--- src/rtl/sram_pwr_pkg.sv ---
package sram_pwr_pkg;
  typedef enum logic [1:0] {
    MODE_OFF  = 2'd0,
    MODE_RET  = 2'd1,
    MODE_ON   = 2'd2,
    MODE_RSVD = 2'd3
  } tile_mode_e;

  typedef enum logic [2:0] {
    S_OFF,
    S_SETTLE,
    S_RET,
    S_ON,
    S_DRAIN
  } tile_state_e;
endpackage

--- src/rtl/tile_pwr_seq.sv ---
module tile_pwr_seq
  import sram_pwr_pkg::*;
#(
  parameter int SETTLE_W = 8
) (
  input  logic                clk,
  input  logic                rst_n,
  input  logic                parent_on,
  input  logic                req_fire,
  input  tile_mode_e          req_mode,
  input  logic [SETTLE_W-1:0] settle,
  output logic                array_en,
  output logic                periph_en,
  output tile_mode_e          mode_o,
  output logic                busy,
  output logic                lost
);
  tile_state_e         state;
  logic [SETTLE_W-1:0] cnt;
  logic                goal_on;

  always_ff @(posedge clk or negedge rst_n) begin
    if (!rst_n) begin
      state   <= S_OFF;
      cnt     <= '0;
      goal_on <= 1'b0;
      lost    <= 1'b0;
    end else if (!parent_on) begin
      if (state != S_OFF) lost <= 1'b1;
      state <= S_OFF;
    end else begin
      case (state)
        S_OFF: begin
          if (req_fire && (req_mode == MODE_ON || req_mode == MODE_RET)) begin
            state   <= S_SETTLE;
            cnt     <= settle;
            goal_on <= (req_mode == MODE_ON);
            lost    <= 1'b0;
          end
        end
        S_SETTLE: begin
          if (cnt == '0) state <= goal_on ? S_ON : S_RET;
          else           cnt   <= cnt - 1'b1;
        end
        S_RET: begin
          if (req_fire && req_mode == MODE_ON)       state <= S_ON;
          else if (req_fire && req_mode == MODE_OFF) state <= S_OFF;
        end
        S_ON: begin
          if (req_fire && req_mode == MODE_RET)      state <= S_RET;
          else if (req_fire && req_mode == MODE_OFF) state <= S_DRAIN;
        end
        S_DRAIN: state <= S_OFF;
        default: state <= S_OFF;
      endcase
    end
  end

  always_comb begin
    array_en  = (state != S_OFF);
    periph_en = (state == S_ON);
    busy      = (state == S_SETTLE) || (state == S_DRAIN);
    case (state)
      S_ON:           mode_o = MODE_ON;
      S_RET, S_DRAIN: mode_o = MODE_RET;
      default:        mode_o = MODE_OFF;
    endcase
  end
endmodule

--- src/rtl/pwr_req_router.sv ---
module pwr_req_router #(
  parameter int N_TILES = 12,
  parameter int IDX_W   = 4
) (
  input  logic               req_valid,
  input  logic [IDX_W-1:0]   req_tile,
  input  logic [N_TILES-1:0] tile_busy,
  output logic               req_ready,
  output logic [N_TILES-1:0] tile_fire
);
  logic busy_sel;

  always_comb begin
    busy_sel = 1'b0;
    for (int i = 0; i < N_TILES; i++) begin
      if (req_tile == IDX_W'(i)) busy_sel = tile_busy[i];
    end
  end

  assign req_ready = !busy_sel;

  for (genvar g = 0; g < N_TILES; g++) begin : g_fire
    assign tile_fire[g] = req_valid && req_ready && (req_tile == IDX_W'(g));
  end
endmodule

--- src/rtl/tile_access_gate.sv ---
module tile_access_gate #(
  parameter int N_TILES = 12,
  parameter int IDX_W   = 4
) (
  input  logic               acc_valid,
  input  logic [IDX_W-1:0]   acc_tile,
  input  logic [N_TILES-1:0] tile_is_on,
  output logic [N_TILES-1:0] sel,
  output logic               err
);
  for (genvar g = 0; g < N_TILES; g++) begin : g_sel
    assign sel[g] = acc_valid && tile_is_on[g] && (acc_tile == IDX_W'(g));
  end

  assign err = acc_valid && !(|sel);
endmodule

--- src/rtl/sram_tile_pwr_ctrl.sv ---
module sram_tile_pwr_ctrl
  import sram_pwr_pkg::*;
#(
  parameter int N_TILES  = 12,
  parameter int TILE_AW  = 17,
  parameter int SETTLE_W = 8,
  localparam int IDX_W   = $clog2(N_TILES),
  localparam int ADDR_W  = IDX_W + TILE_AW
) (
  input  logic                 clk,
  input  logic                 rst_n,
  input  logic                 parent_on,
  input  logic [SETTLE_W-1:0]  settle_cycles,
  input  logic                 req_valid,
  output logic                 req_ready,
  input  logic [IDX_W-1:0]     req_tile,
  input  logic [1:0]           req_mode,
  output logic [N_TILES-1:0]   array_en,
  output logic [N_TILES-1:0]   periph_en,
  output logic [2*N_TILES-1:0] tile_mode,
  output logic [N_TILES-1:0]   tile_busy,
  output logic [N_TILES-1:0]   tile_lost,
  input  logic                 acc_valid,
  input  logic [ADDR_W-1:0]    acc_addr,
  output logic [N_TILES-1:0]   sram_sel,
  output logic [TILE_AW-1:0]   sram_offset,
  output logic                 acc_err
);
  logic [N_TILES-1:0] tile_fire;
  logic [N_TILES-1:0] tile_is_on;
  tile_mode_e         req_mode_e;

  assign req_mode_e = tile_mode_e'(req_mode);

  pwr_req_router #(.N_TILES(N_TILES), .IDX_W(IDX_W)) u_router (
    .req_valid (req_valid),
    .req_tile  (req_tile),
    .tile_busy (tile_busy),
    .req_ready (req_ready),
    .tile_fire (tile_fire)
  );

  for (genvar g = 0; g < N_TILES; g++) begin : g_tile
    tile_mode_e mode_w;
    tile_pwr_seq #(.SETTLE_W(SETTLE_W)) u_seq (
      .clk       (clk),
      .rst_n     (rst_n),
      .parent_on (parent_on),
      .req_fire  (tile_fire[g]),
      .req_mode  (req_mode_e),
      .settle    (settle_cycles),
      .array_en  (array_en[g]),
      .periph_en (periph_en[g]),
      .mode_o    (mode_w),
      .busy      (tile_busy[g]),
      .lost      (tile_lost[g])
    );
    assign tile_mode[2*g +: 2] = mode_w;
    assign tile_is_on[g]       = (mode_w == MODE_ON);
  end

  tile_access_gate #(.N_TILES(N_TILES), .IDX_W(IDX_W)) u_gate (
    .acc_valid  (acc_valid),
    .acc_tile   (acc_addr[ADDR_W-1:TILE_AW]),
    .tile_is_on (tile_is_on),
    .sel        (sram_sel),
    .err        (acc_err)
  );

  assign sram_offset = acc_addr[TILE_AW-1:0];
endmodule

--- config.mk ---
export PLATFORM = sky130hd
export DESIGN_NAME = sram_tile_pwr_ctrl
export DESIGN_NICKNAME = d
export VERILOG_FILES = /design/src/rtl/sram_pwr_pkg.sv /design/src/rtl/tile_pwr_seq.sv /design/src/rtl/pwr_req_router.sv /design/src/rtl/tile_access_gate.sv /design/src/rtl/sram_tile_pwr_ctrl.sv
export SDC_FILE = /design/constraint.sdc
export NUM_CORES = 1
export LEC_CHECK = 0
export ABC_AREA = 0
export BUFFER_PORTS_ARGS = -buffer_cell sky130_fd_sc_hd__buf_2
export CAP_MARGIN = 20
export CORE_ASPECT_RATIO = 0.6
export CORE_MARGIN = 2
export CORE_UTILIZATION = 35
export CTS_CLUSTER_DIAMETER = 120
export DETAILED_ROUTE_END_ITERATION = 6
export PLACE_DENSITY = 0.54
export SLEW_MARGIN = 20
export SYNTH_ARGS = -nofsm -noshare
export SYNTH_HDL_FRONTEND = slang
export SYNTH_SLANG_ARGS = --single-unit
--- constraint.sdc ---
create_clock -name clk -period 5.7 [get_ports clk]
set_input_delay 0.57 -clock clk [delete_from_list [all_inputs] [get_ports clk]]
set_output_delay 0.57 -clock clk [all_outputs]
set_load 0.01 [all_outputs]
## Yosys cells after proc, flatten, opt, wreduce, memory -nomap -nowiden

Index checks and enable logic that the tools add are counted.

- Logic and storage cells: 681
- Bits in registers: 156
- Output and inout bits: 103
- Bits of input ports: 40

- Add/sub/neg operators: 12
- Mux-type cells: 216
- Reductions and logical operators: 225
- Equality and inequality tests: 180

Operators with widths:

| cell | count |
|---|---|
| 3-bit 2-to-1 mux | 84 |
| 8-bit 2-to-1 mux | 24 |
| 8-bit one-hot mux with 2 select lines | 12 |
| 3-bit one-hot mux with 4 select lines | 12 |
| 8-bit zero test | 12 |
| 4-bit AND reduction | 24 |
| 8-bit by 1-bit subtractor with 8-bit output, second input constant | 12 |
| 1-bit logical AND | 86 |
| 3-bit by 2-bit == test with 1-bit output, second input constant | 24 |
| 1-bit 2-to-1 mux | 72 |
| 2-bit by 1-bit != test with 1-bit output, second input constant | 36 |
| 3-bit by 2-bit != test with 1-bit output, second input constant | 24 |
| 3-bit AND reduction | 24 |
| 4-bit by 2-bit != test with 1-bit output, second input constant | 12 |
| 4-bit != test, second input constant | 12 |
| 2-bit one-hot mux with 2 select lines | 12 |
| 2-bit nonzero test | 24 |
| 3-bit by 1-bit == test with 1-bit output, second input constant | 12 |
| 3-bit == test, second input constant | 12 |
| 3-bit zero test | 12 |
| 3-bit nonzero test | 12 |
| 4-bit by 3-bit == test with 1-bit output, second input constant | 8 |
| 4-bit == test, second input constant | 8 |
| 2-bit == test, second input constant | 13 |
| other kinds (10) | 50 |

## Logic depth before layout (Yosys ltp)

- Depth in word-level cells: 22
- Mapped depth: 12
- Depth with buffers taken out: 10

## Modules after synthesis

From an unflattened synthesis, not the netlist that was laid out.

- Cell total of the unflattened synthesis: 1462
- Area total of the unflattened synthesis: 12618.4 um2

By module, submodules not included:

| module | cells each | area each (um2) | instances | sequential area each (um2) |
|---|---|---|---|---|
| tile_pwr_seq (g_tile[0].u_seq ...) | 111 | 988.4 | 7 | 325.3 |
| tile_pwr_seq (g_tile[5].u_seq ...) | 115 | 972.2 | 5 | 325.3 |
| sram_tile_pwr_ctrl | 29 | 292.8 | 1 | 0.0 |
| pwr_req_router | 46 | 287.8 | 1 | 0.0 |
| tile_access_gate | 35 | 257.7 | 1 | 0.0 |

## Worst setup path after synthesis

No wires, ideal clock.

- Path type: input-to-reg
- Start point: input req_tile[3]
- End point: register g_tile[4].u_seq.state[0]
- Arrival: 2.638 ns
- Stages on the path: 11
- Setup slack: 2.942 ns
- Cell sequence: buf_4 > nand2b_4 > or2_1 > buf_2 > o21ai_2 > o211ai_4 > buf_6 > nor4b_4 > nor2_1 > or3_1 > o211a_1

- Cells in the longest elaborated chain, start to end: 20
- Elaborated cells between the ends (all ways): 39

Ends and longest elaborated chain:

| item | RTL line | text |
|---|---|---|
| start: declaration | sram_tile_pwr_ctrl.sv:16 | `input logic [IDX_W-1:0] req_tile,` |
| 4-bit zero test | pwr_req_router.sv:16 | `if (req_tile == IDX_W'(i)) busy_sel = tile_busy[i];` |
| 1-bit 2-to-1 mux (12 in series) | pwr_req_router.sv:16 |  |
| 1-bit zero test | pwr_req_router.sv:20 | `assign req_ready = !busy_sel;` |
| 1-bit logical AND | pwr_req_router.sv:23 | `assign tile_fire[g] = req_valid && req_ready && (req_tile == IDX_W'(g));` |
| 1-bit logical AND * | pwr_req_router.sv:23 |  |
| 1-bit logical AND, on equally long branches | tile_pwr_seq.sv:50, tile_pwr_seq.sv:46 |  |
| 3-bit 2-to-1 mux, on equally long branches | tile_pwr_seq.sv:50, tile_pwr_seq.sv:46 |  |
| 3-bit one-hot mux with 4 select lines | tile_pwr_seq.sv:32 | `case (state)` |
| 3-bit 2-to-1 mux | tile_pwr_seq.sv:28 | `end else if (!parent_on) begin` |
| end signal: assignment | tile_pwr_seq.sv:42 | `if (cnt == '0) state <= goal_on ? S_ON : S_RET;` |
| end: declaration | tile_pwr_seq.sv:18 | `tile_state_e state;` |

Every way passes the cells marked *; elsewhere a longest branch is shown, timed or not.
A chain may end at the register's enable or synchronous reset.

## Final worst setup path

- Start point: register g_tile[0].u_seq.state[0]
- End point: register g_tile[4].u_seq.state[2]

- Cells in the longest elaborated chain, start to end: 21
- Elaborated cells between the ends (all ways): 30

Ends and longest elaborated chain:

| item | RTL line | text |
|---|---|---|
| start: declaration | tile_pwr_seq.sv:18 |  |
| start signal: assignment | tile_pwr_seq.sv:42 |  |
| 3-bit by 1-bit == test with 1-bit output / 3-bit == test (equally long branches) | tile_pwr_seq.sv:62 | `busy = (state == S_SETTLE) \|\| (state == S_DRAIN);` |
| 1-bit logical OR * | tile_pwr_seq.sv:62 |  |
| 1-bit 2-to-1 mux * (12 in series) | pwr_req_router.sv:16 |  |
| 1-bit zero test * | pwr_req_router.sv:20 |  |
| 1-bit logical AND * (2 in series) | pwr_req_router.sv:23 |  |
| 1-bit logical AND, on equally long branches | tile_pwr_seq.sv:50, tile_pwr_seq.sv:46 |  |
| 3-bit 2-to-1 mux, on equally long branches | tile_pwr_seq.sv:50, tile_pwr_seq.sv:46 |  |
| 3-bit one-hot mux with 4 select lines | tile_pwr_seq.sv:32 |  |
| 3-bit 2-to-1 mux | tile_pwr_seq.sv:28 |  |

Marked as above.

==> impl_results.md <==
* IO Port Bufs at about 110
* Synth warn at 0
* Design Power at approximately 4.4 mW
* GR Util All Layers at 0.2300
* Fmax at 279.9 MHz
* Vias in the first global route at 9711
* Yosys cell types at a little over 80
* Commonest non-fill, non-tap cell in the layout: nor2_1
* Slew Limit Fails at 0
* Most frequent cells in the layout: nor2_1, dfrtp_1, a21oi_1
* RePlAce Congestion at approximately 0.93
* Slew @ Worst Pin at 1.121 ns
* # Post-CTS Setup Buffers at 0
* Fin Setup TNS at 0 ns
* CTS buffer count at 17
* Flops & latches, synth at approximately 160
* Power per cell area at between 300 and 400 nW/um2
* Hold Crit Class: input pin to asynchronous set/reset pin
* Initial DRC count at around 1300
* Via Count at ~11000
* First-pass GRT wire length at between 50000 and 60000 um
* Pleak at 5.244 nW
* VDD IR max at between 200 and 250 uV
* Crit. End Element: register
* Average routed wire per standard cell at between 20 and 25 um
* Die ar. at around 34000 um2
* Initial core utilization at 0.3584
* Flop2flop setup slack at ~2.1 ns
* Fin crit share at 0.6269
* Post-DP Area at ~12000 um2
* Crit Path Class: register to register
* Max-slew headroom at 0.2456
* Drt first pass iters at 6
* Layout Nets at between 1000 and 1500
* Area growth from synthesis to layout at 7.578%
* Post-route DRC violation count at 0
* # rows at 50
* Post-Synthesis Cells at ~1500
* Endpoints failing hold at 0
* R2R Path Start: g_tile[0].u_seq.state[0]
* Minimum clock period at 3.573 ns
* Sw Share at 0.3803
* Mapped Nets at roughly 1500
* DR vias/cell at just under 6
* IO Count at roughly 140
* Largest net degree at the start of global routing at ~160
* Cell area after layout at 12130 um2
* RSZ-0062 raised after global routing: no
* Syn Std Cell Area at between 10000 and 15000 um2
* Sequential power share at 0.411
* Final setup viols at 0
* Core ar. at roughly 31000 um2
* CTS tree: done
* Logic pwr share at 0.302
* Clock Sinks at between 150 and 200
* Internal power at 2.702 mW
* Net Sw Power at between 1.5 and 2 mW
* Clock transition at the registers of the reported paths at approximately 0.070 ns
* Clock Tree Buf Depth at 2
* Layout cells sized above 1 at 0.1238
* Initial antenna violation count at 2
* Outcome: finished clean
* DP Worst Slack at 2.028 ns
* Critical Path AT at 3.94 ns
* Overflow after GRT at 0
* Htree depth at 4
* Hold slack at about 0.22 ns
* Setup ws final at roughly 2.1 ns
* ANT nets after route at 0
* Syn_area_per_cell at slightly below 8 um2
* Startpoint Class: register
* Worst-Skew Late Latency at around 0.46 ns
* DP Wirelength at ~27000 um
* CTS Root Buffer Type: clkbuf_16
* Diode count at 0
* Die Width at around 240 um
* CTS resizes at 0
* EDFF count, synth at 0
* Max-Cap Viols at 0
* Routed wire length at just under 40000 um
* Skew final at 0.007389 ns
* WP data required at 6.06 ns
* Ys flop type: dfrtp_1
* Clock network fraction of total power at 0.287
* Register area share after synthesis at 0.3462
* Post-synth ARST share at 1.000
* Hold buffer count at cts at 0
* Crit-path max FO at 25
* Die height at roughly 140 um
* Critical Path Start: g_tile[0].u_seq.state[0]
layout make-up:
cell class                 instances  area, um2
inverter                          78      292.8
fill                            3268      19340
tap                              416      520.5
clock buffer                      26      519.2
sequential                       156       3904
multi-input combinational       1057       6178
clock inverter                     6      105.1
timing repair buffer             115      611.8
power by group through the flow:
stage          Sequential [mW]  Clock (mW)  Combinational, mW
2_1_floorplan             1.67           0               1.08
3_3_place_gp              1.80           0               1.28
3_5_place_dp              1.79           0               1.31
4_1_cts                   1.78        1.27               1.31
5_1_grt                   1.84        1.31               1.50
6_report                  1.79        1.25               1.32
flip-flops by register name, summed over array words and instances, names as in the netlist:
name,flops
g_tile.u_seq.goal_on,12
g_tile.u_seq.cnt,96
g_tile.u_seq.state,36
g_tile.u_seq.lost,12
cells in the mapped netlist, types with 22 or more instances:
master / number / area, um2
dfrtp_1: 156 / 3904
inv_1: 78 / 292.8
clkbuf_1: 71 / 266.5
buf_4: 69 / 518.0
nand3_1: 47 / 235.2
nand2_1: 104 / 390.4
o21ai_0: 136 / 680.7
a21oi_1: 138 / 690.7
xnor2_1: 22 / 192.7
nand2b_1: 26 / 162.7
nor4_1: 24 / 150.1
nor3_1: 59 / 295.3
nor2_1: 162 / 608.1
layer usage:
layer	share of wire	GRT usage
met1	0.50	0.3491
met2	0.41	0.3234
met3	0.066	0.04118
met4	0.024	0.07744
met5	0	0
kinds of logic after synthesis:
family                     share of synthesized area
buffers and inverters                         0.1070
DFF                                           0.3462
AOI/OAI and AO/OA                             0.2526
muxes                                        0.01187
xor gates and xnor gates                     0.01709
and+or+nand+nor                               0.2486
adders and majority gates                    0.01664
per-stage QoR:
step,instances,utilization
3_5_place_dp,1822,0.3655
2_1_floorplan,1455,-
3_3_place_gp,1822,0.3655
5_1_grt,1854,0.3855
6_report,1854,0.3855
4_1_cts,1854,0.3854
critical path: stages, from the launching register on:
cell      delay (ns)
dfrtp_1         0.79
xnor2_1         0.19
nor2_1          0.09
a22oi_1         0.31
o211ai_4        0.30
nor3_4          0.83
a31oi_1         0.23
or3_1           0.46
a311oi_1        0.26
final timing paths:
kind / to / cells past startpoint
max in group asynchronous: g_tile[0].u_seq.cnt[0] / 2
hold reg to reg: g_tile[2].u_seq.goal_on / 2
min in group clk: g_tile[2].u_seq.goal_on / 2
setup reg to reg: g_tile[4].u_seq.state[2] / 8
hold / removal: g_tile[10].u_seq.cnt[2] / 2
setup / recovery: g_tile[4].u_seq.state[2] / 8
No activity file was read; power rests on OpenSTA's default activity.
